## src/rtl/norm_step_pkg.sv

```systemverilog
package norm_step_pkg;

  localparam int FLAG_W = 8;
  localparam int FZ = 0;
  localparam int FN = 1;
  localparam int FU = 2;
  localparam int FE = 3;
  localparam int FV = 4;
  localparam int FL = 5;

  typedef struct packed {
    logic capture;
    logic commit;
  } normCtl_t;

  typedef enum logic {ST_IDLE, ST_EXEC} normState_t;

  typedef enum logic [1:0] {OP_NOP, OP_LEFT, OP_RIGHT} normOp_t;

endpackage

```

## src/rtl/norm_flag_eval.sv

```systemverilog
module norm_flag_eval #(
  parameter int EXT_W  = 8,
  parameter int WORD_W = 24,
  localparam int ACC_W = EXT_W + 2 * WORD_W
) (
  input  logic [ACC_W-1:0] val,
  output logic             isZero,
  output logic             isNeg,
  output logic             extUsed,
  output logic             unNorm
);
  localparam int SIGN_POS = 2 * WORD_W - 1;
  localparam int TOP_W    = ACC_W - SIGN_POS;

  logic [TOP_W-1:0] topBits;

  always_comb begin
    topBits = val[ACC_W-1:SIGN_POS];
    isZero  = (val == '0);
    isNeg   = val[ACC_W-1];
    extUsed = (|topBits) && !(&topBits);
    unNorm  = (val[SIGN_POS] == val[SIGN_POS-1]);
  end
endmodule

```

## src/rtl/norm_step_ctrl.sv

```systemverilog
module norm_step_ctrl
  import norm_step_pkg::*;
(
  input  logic     clk,
  input  logic     rst_n,
  input  logic     startStb,
  output normCtl_t ctl,
  output logic     doneStb
);
  normState_t state;

  always_comb begin
    ctl.capture = (state == ST_IDLE) && startStb;
    ctl.commit  = (state == ST_EXEC);
  end

  always_ff @(posedge clk) begin
    if (!rst_n) begin
      state   <= ST_IDLE;
      doneStb <= 1'b0;
    end else begin
      doneStb <= ctl.commit;
      case (state)
        ST_IDLE: if (startStb) state <= ST_EXEC;
        default: state <= ST_IDLE;
      endcase
    end
  end


  done_pulse_chk: assert property (@(posedge clk) disable iff (!rst_n)
    doneStb |=> !doneStb);


  done_latency_chk: assert property (@(posedge clk) disable iff (!rst_n)
    doneStb |-> $past(startStb, 2));


  busy_ignore_chk: assert property (@(posedge clk) disable iff (!rst_n)
    (state == ST_EXEC && startStb) |=> !ctl.commit);
endmodule

```

## src/rtl/norm_step_dpath.sv

```systemverilog
module norm_step_dpath
  import norm_step_pkg::*;
#(
  parameter int EXT_W  = 8,
  parameter int WORD_W = 24,
  parameter int CNT_W  = 16,
  localparam int ACC_W = EXT_W + 2 * WORD_W
) (
  input  logic              clk,
  input  logic              rst_n,
  input  normCtl_t          ctl,
  input  logic [ACC_W-1:0]  accIn,
  input  logic [CNT_W-1:0]  cntIn,
  input  logic [FLAG_W-1:0] flagsIn,
  output logic [ACC_W-1:0]  accOut,
  output logic [CNT_W-1:0]  cntOut,
  output logic [FLAG_W-1:0] flagsOut
);
  logic [ACC_W-1:0]  accQ;
  logic [CNT_W-1:0]  cntQ;
  logic [FLAG_W-1:0] flagQ;

  normOp_t           opSel;
  logic [ACC_W-1:0]  accNext;
  logic [CNT_W-1:0]  cntNext;
  logic [FLAG_W-1:0] flagNext;
  logic              vNew;
  logic              nZero, nNeg, nExt, nUnn;

  // step decision from the flags supplied with the operand
  always_comb begin
    if (!flagQ[FE] && flagQ[FU] && !flagQ[FZ]) opSel = OP_LEFT;
    else if (flagQ[FE])                         opSel = OP_RIGHT;
    else                                        opSel = OP_NOP;
  end

  always_comb begin
    accNext = accQ;
    cntNext = cntQ;
    vNew    = 1'b0;
    case (opSel)
      OP_LEFT: begin
        accNext = {accQ[ACC_W-2:0], 1'b0};
        cntNext = cntQ - CNT_W'(1);
        vNew    = accQ[ACC_W-1] ^ accQ[ACC_W-2];
      end
      OP_RIGHT: begin
        accNext = {accQ[ACC_W-1], accQ[ACC_W-1:1]};
        cntNext = cntQ + CNT_W'(1);
      end
      default: ;
    endcase
  end

  norm_flag_eval #(.EXT_W(EXT_W), .WORD_W(WORD_W)) flagEval_i (
    .val    (accNext),
    .isZero (nZero),
    .isNeg  (nNeg),
    .extUsed(nExt),
    .unNorm (nUnn)
  );

  always_comb begin
    flagNext     = flagQ;
    flagNext[FZ] = nZero;
    flagNext[FN] = nNeg;
    flagNext[FE] = nExt;
    flagNext[FU] = nUnn;
    flagNext[FV] = vNew;
    flagNext[FL] = flagQ[FL] | vNew;
  end

  always_ff @(posedge clk) begin
    if (!rst_n) begin
      accQ     <= '0;
      cntQ     <= '0;
      flagQ    <= '0;
      accOut   <= '0;
      cntOut   <= '0;
      flagsOut <= '0;
    end else begin
      if (ctl.capture) begin
        accQ  <= accIn;
        cntQ  <= cntIn;
        flagQ <= flagsIn;
      end
      if (ctl.commit) begin
        accOut   <= accNext;
        cntOut   <= cntNext;
        flagsOut <= flagNext;
      end
    end
  end


  left_count_chk: assert property (@(posedge clk) disable iff (!rst_n)
    (ctl.commit && opSel == OP_LEFT) |=> cntOut == $past(cntQ) - CNT_W'(1));


  right_sign_chk: assert property (@(posedge clk) disable iff (!rst_n)
    (ctl.commit && opSel == OP_RIGHT) |=> accOut[ACC_W-1] == $past(accQ[ACC_W-1]));


  nop_hold_chk: assert property (@(posedge clk) disable iff (!rst_n)
    (ctl.commit && opSel == OP_NOP) |=> (accOut == $past(accQ)) && (cntOut == $past(cntQ)));


  zero_flag_chk: assert property (@(posedge clk) disable iff (!rst_n)
    ctl.commit |=> flagsOut[FZ] == (accOut == '0));


  sticky_l_chk: assert property (@(posedge clk) disable iff (!rst_n)
    (ctl.commit && flagQ[FL]) |=> flagsOut[FL]);


  hold_chk: assert property (@(posedge clk) disable iff (!rst_n)
    !ctl.commit |=> $stable(accOut) && $stable(cntOut) && $stable(flagsOut));
endmodule

```

## src/rtl/norm_step_unit.sv

```systemverilog
module norm_step_unit
  import norm_step_pkg::*;
#(
  parameter int EXT_W  = 8,
  parameter int WORD_W = 24,
  parameter int CNT_W  = 16,
  localparam int ACC_W = EXT_W + 2 * WORD_W
) (
  input  logic              clk,
  input  logic              rst_n,
  input  logic              startStb,
  input  logic [ACC_W-1:0]  accIn,
  input  logic [CNT_W-1:0]  cntIn,
  input  logic [FLAG_W-1:0] flagsIn,
  output logic [ACC_W-1:0]  accOut,
  output logic [CNT_W-1:0]  cntOut,
  output logic [FLAG_W-1:0] flagsOut,
  output logic              doneStb
);
  normCtl_t ctl;

  norm_step_ctrl ctrl_i (
    .clk     (clk),
    .rst_n   (rst_n),
    .startStb(startStb),
    .ctl     (ctl),
    .doneStb (doneStb)
  );

  norm_step_dpath #(.EXT_W(EXT_W), .WORD_W(WORD_W), .CNT_W(CNT_W)) dpath_i (
    .clk     (clk),
    .rst_n   (rst_n),
    .ctl     (ctl),
    .accIn   (accIn),
    .cntIn   (cntIn),
    .flagsIn (flagsIn),
    .accOut  (accOut),
    .cntOut  (cntOut),
    .flagsOut(flagsOut)
  );
endmodule

```

## config.mk

```make
export PLATFORM = sky130hd
export DESIGN_NAME = norm_step_unit
export DESIGN_NICKNAME = d
export VERILOG_FILES = /design/src/rtl/norm_step_pkg.sv /design/src/rtl/norm_flag_eval.sv /design/src/rtl/norm_step_ctrl.sv /design/src/rtl/norm_step_dpath.sv /design/src/rtl/norm_step_unit.sv
export SDC_FILE = /design/constraint.sdc
export NUM_CORES = 1
export LEC_CHECK = 0
export CORE_ASPECT_RATIO = 0.8
export CORE_UTILIZATION = 50
export CTS_CLUSTER_SIZE = 24
export DETAILED_ROUTE_END_ITERATION = 7
export DONT_BUFFER_PORTS = 1
export PLACE_DENSITY_LB_ADDON = 0.3
export SYNTH_ARGS = -nofsm -noshare
export SYNTH_HDL_FRONTEND = slang
export SYNTH_SLANG_ARGS = --single-unit
```

## constraint.sdc

```tcl
create_clock -name clk -period 4.4 [get_ports clk]
set_clock_uncertainty 0.2 [all_clocks]
set_input_delay 0 -clock clk [delete_from_list [all_inputs] [get_ports clk]]
set_output_delay 0 -clock clk [all_outputs]
set_load 0.01 [all_outputs]
```

## After elaboration in Yosys (flattened, before gate mapping)

Index checks and enable logic that the tools add are counted.
Widths: inputs -> output; s select.

- Bits in registers: 162
- Logic and storage cells: 34

- Add/sub/neg operators: 2
- Equality and inequality tests: 3
- Muxes and demuxes: 6
- Bitwise operators: 4
- Reductions and logical operators: 11

Operator list:

| operator | number |
|---|---|
| $pmux 56 s2 | 1 |
| $logic_not 56->1 | 1 |
| $pmux 16 s2 | 1 |
| $add 16x1->16 const B | 1 |
| $sub 16x1->16 const B | 1 |
| $reduce_and 9->1 | 1 |
| $reduce_or 9->1 | 1 |
| $logic_and 1x1->1 | 4 |
| $mux 2 | 2 |
| $logic_not 1->1 | 3 |
| $eq 2x1->1 const B | 1 |
| $eq 2x2->1 const B | 1 |
| $mux 1 | 2 |
| $not 1->1 | 2 |
| $reduce_or 2->1 | 1 |
| $eq 1x1->1 | 1 |
| $or 1x1->1 | 1 |
| $xor 1x1->1 | 1 |

## Longest topological paths before layout

- Depth after elaboration: 9
- Depth in mapped cells: 13

## Cells and area by module

From an unflattened synthesis, not the netlist that was laid out.

- Cell total of the unflattened synthesis: 933
- Area total of the unflattened synthesis: 7736.2 µm²

Modules (own cells, without submodules):

| module | times used | cells an instance | area an instance (µm²) |
|---|---|---|---|
| norm_step_dpath | 1 | 899 | 7445.9 |
| norm_flag_eval | 1 | 28 | 216.5 |
| norm_step_ctrl | 1 | 6 | 73.8 |

## Least setup slack after synthesis

No wires, ideal clock.

- Path type: reg-to-reg
- Start point: register dpath_i.flagQ[3]
- End point: register dpath_i.cntOut[11]
- Arrival: 3203 ps
- Required time: 4130 ps
- Slack: 926 ps
- Cell stages (with the launch flop): 13
- Path buffers: 4
- Clock period less this slack: 3474 ps
- Path through: dfxtp_1 buf_2 inv_2 clkbuf_1 buf_1 clkbuf_1 ha_1 a21o_1 o21bai_1 o21bai_1 a21oi_1 mux2_2 a21oi_1

- Cells in the longest elaborated chain, start to end: 6

RTL lines:

| item | line | source |
|---|---|---|
| start, declared | norm_step_dpath.sv:21 | `logic [FLAG_W-1:0] flagQ;` |
| start signal, assigned | norm_step_dpath.sv:85 | `flagQ <= flagsIn;` |
| $logic_not 1->1 | norm_step_dpath.sv:32 | `if (!flagQ[FE] && flagQ[FU] && !flagQ[FZ]) opSel = OP_LEFT;` |
| $logic_and 1x1->1 (2 in series) | norm_step_dpath.sv:32 |  |
| $mux 2 (*) | norm_step_dpath.sv:32 |  |
| $eq 2x2->1 / $eq 2x1->1 (equally long branches) | norm_step_dpath.sv:41 | `case (opSel)` |
| $pmux 16 s2 (*) | norm_step_dpath.sv:41 |  |
| end signal, assigned | norm_step_dpath.sv:89 | `cntOut <= cntNext;` |
| end, declared | norm_step_dpath.sv:16 | `output logic [CNT_W-1:0] cntOut,` |

Every way passes the cells marked *; elsewhere a longest branch is shown, timed or not.
A chain may end at the register's enable or synchronous reset.

## Worst setup path in the final report

- Start point: register dpath_i.flagQ[3]
- End point: register dpath_i.cntOut[13]

Same word-level chain as after synthesis.

==> run metrics <==
final slew viol count=0; Reg2Reg Setup Slack=around 1.2 ns; DP Worst Slack=1.308 ns; cell accounting for the most synthesized area=dfxtp_1; min-delay worst type=primary input to flop; Slew @ Worst Pin=roughly 1.2 ns; Port Buffers=0; unrepaired setup endpoints after global routing=no; area grow syn2layout=18.86%; antenna violations before repair=1; Post-Synth Simple-Gate Area=23.49%; Starting Density=roughly half; peak supply drop=0.2518 mV; final cycle utilization of the critical path=71.65%; Slowest-stage cell, CP=dfxtp_4; Final Wtd Congestion=0.9154; commonest cells after routing, fill and taps aside=nand2_1, dfxtp_1, a21oi_1, dlygate4sd3_1, nor2_1; Final Hold Viols=0; total die area=between 15000 and 20000 sq um; Sinks on Clock Net=159; Critical Path RT=4.46 ns; I/O Pins=between 150 and 200; layout cells sized above 1=5.536%; XOR/XNOR share of the synthesized area=under 10%; crit-path max FO=54; syn_nets=1159; Row Count=41; Clock Tree Buf Depth=2; EDFF count, synth=0; Worst EP arrival=3.22 ns; vias in the first global route=around 7000; Reg2Reg Depth=8; beginning of the worst register-to-register path=dpath_i.flagQ[3]; setup violators final=0; Routed Wire Length=about 22000 um; cell area after synthesis=between 8000 and 9000 sq um; post-route worst setup slack=about 1.2 ns; # DRC=0; router iterations before antenna repair=5; crit end category=flop; routed vias=roughly 7500; Worst-Skew Late Latency=0.42 ns; largest family of logic cells by synthesized area=simple AND/OR/NAND/NOR gates; CTS clk-pin slew, worst paths=0.06 ns; TNS Setup=0 ns; Synth async-reset ratio=0%; post-route ant nets=0; Syn. warnings=0; commonest register cell after synthesis=dfxtp_1; core area=15800 sq um; post-synthesis mux area share=9.894%; outcome=finished clean; critical path's most frequent cell=a21oi_1; H-tree Lvls=4; synth unique cells=62; sequential cell area fraction in the yosys report=39.20%; synthesized area per cell=7.659 sq um; CP peak stage delay=approximately 0.7 ns; nets@finish=1207; post-DP HPWL=between 10000 and 15000 um; CP Class=flop to flop; worst hold endpoint=ctrl_i.state; chip width=approximately 140 um; Initial DRC Count=619; TritonCTS Buffers=17; type of element launching the critical path=flop; complex-gate fraction of the synthesized area=18.45%; vias per inst=5.611; #FFs+latches synth=159; WHS Path Cells=2; top cells by area, synth=dfxtp_1, nand2_1, mux2i_1; clk root buf=clkbuf_16; maximum clock rate=approximately 320 MHz; commonest non-fill, non-tap cell in the layout=nand2_1; Die H=116.0 um; CTS tree=yes; fin crit period=3.152 ns; Post-Syn Instances=1060; P_leak=approximately 3.7 nW; power density over the cells=about 370 nW/um^2; Worst R2R End=dpath_i.cntOut[13]; cells along the critical path=inv_2 -> ha_1 -> a21o_1 -> a21oi_1 -> o21ai_0 -> a211oi_1 -> mux2i_1 -> a21oi_1; pin count of the biggest net entering global routing=98; Max-slew headroom=19.48%; gr ovfl total=0; Synth top area share=39.20%; first-pass GRT wire length=35240 um; Wirelength per Cell=16.66 um; hold_sp=startStb; Post-Synth Adder-Cell Area=2.558%; total of max-cap violations=0; GR Util All Layers=27.01%
==> where the power goes <==
part / total, mW / switching [mW] / internal, mW / leakage (nW)
combinational: 0.596 / 0.334 / 0.262 / 2.17
clock: 1.34 / 0.581 / 0.760 / 0.253
sequential: 1.61 / 0.104 / 1.51 / 1.30
==> repair_timing <==
| item | CTS | global route |
|---|---|---|
| gates resized for setup | 0 | 0 |
| hold buffers | 97 | 0 |
| setup endpoints to repair | 0 | 0 |
| setup buffers | 0 | 0 |
| hold endpoints to repair | 138 | 0 |
==> synth_stat cells, types with 6 or more instances <==
| library cell | count |
|---|---|
| clkbuf_1 | 51 |
| a211oi_1 | 10 |
| a21oi_1 | 130 |
| nand2_1 | 260 |
| o21ai_1 | 6 |
| nand3_1 | 29 |
| nor4_1 | 6 |
| o21ai_0 | 36 |
| o32ai_1 | 6 |
| inv_1 | 18 |
| nor2_1 | 84 |
| a31oi_1 | 19 |
| o211ai_1 | 7 |
| buf_1 | 12 |
| a21o_1 | 6 |
| mux2i_1 | 66 |
| dfxtp_1 | 159 |
| nand2b_1 | 33 |
| xnor2_1 | 9 |
| buf_2 | 11 |
| mux2_2 | 7 |
| ha_1 | 15 |
==> cell type report <==
cell class | instances | area [sq um]
fill | 1441 | 6150
multi-input combinational | 803 | 4541
clock inverter | 6 | 35.03
antenna | 1 | 2.502
sequential | 159 | 3191
clock buffer | 25 | 485.5
inverter | 19 | 73.82
timing repair buffer | 108 | 1054
tap | 215 | 269.0
==> per-stage QoR <==
step	std cells	hold WS (ns)	utilization (%)	power, mW	instance area (sq um)
after floorplan	1060	-0.06404	-	2.035	8119
after global placement	1207	-0.07397	51.62	2.150	8157
after detailed placement	1207	-0.07048	51.62	2.160	8157
after CTS	1335	0.009174	61.06	3.561	9648
after global routing	1336	0.04800	61.08	3.703	9651
final	1336	0.01974	61.08	3.551	9651
==> metal layers <==
| layer | up-vias | GRT usage, % | share of wire, % |
|---|---|---|---|
| met4 | 0 | 7.439 | 1.2 |
| met2 | 229 | 39.81 | 43 |
| met1 | 3506 | 38.87 | 49 |
| li1 | 3741 | - | - |
| met5 | - | 0 | 0 |
| met3 | 20 | 6.694 | 7.0 |
==> worst max-delay path: cells and delay by family, from the launching register on <==
kind                       cells  cell delay, ns
AOI/OAI and AO/OA              5            1.21
DFF                            1            0.68
adders and majority gates      1            0.37
buffers and inverters          1            0.29
muxes                          1            0.23
==> state kept, by name (all words and copies together) (netlist names) <==
name,flops
ctrl_i.doneStb,1
ctrl_i.state,1
dpath_i.accOut,55
dpath_i.accQ,56
dpath_i.cntOut,16
dpath_i.cntQ,16
dpath_i.flagQ,6
dpath_i.flagsOut,8
==> worst max-delay path by stage <==
stage	start	end	slack (ns)	depth (start not counted)
after detailed placement	dpath_i.flagQ[3]	dpath_i.cntOut[13]	1.31	8
after global placement	dpath_i.flagQ[0]	dpath_i.flagsOut[0]	1.32	7
after CTS	dpath_i.flagQ[0]	dpath_i.flagsOut[0]	1.29	7
after global routing	dpath_i.flagQ[0]	dpath_i.flagsOut[0]	1.00	7
final	dpath_i.flagQ[3]	dpath_i.cntOut[13]	1.25	8
after floorplan	dpath_i.flagQ[3]	dpath_i.cntOut[11]	0.93	12
==> cells by family (layout without fill, tap and decap cells) <==
family                     count (synthesis)  after routing
and+or+nand+nor                          445            445
AOI/OAI and AO/OA                        252            252
DFF                                      159            159
buffers and inverters                     98            158
muxes                                     78             78
adders and majority gates                 16             16
xor gates and xnor gates                  12             12
other                                      0              1
(Power assumes the default switching activity.)
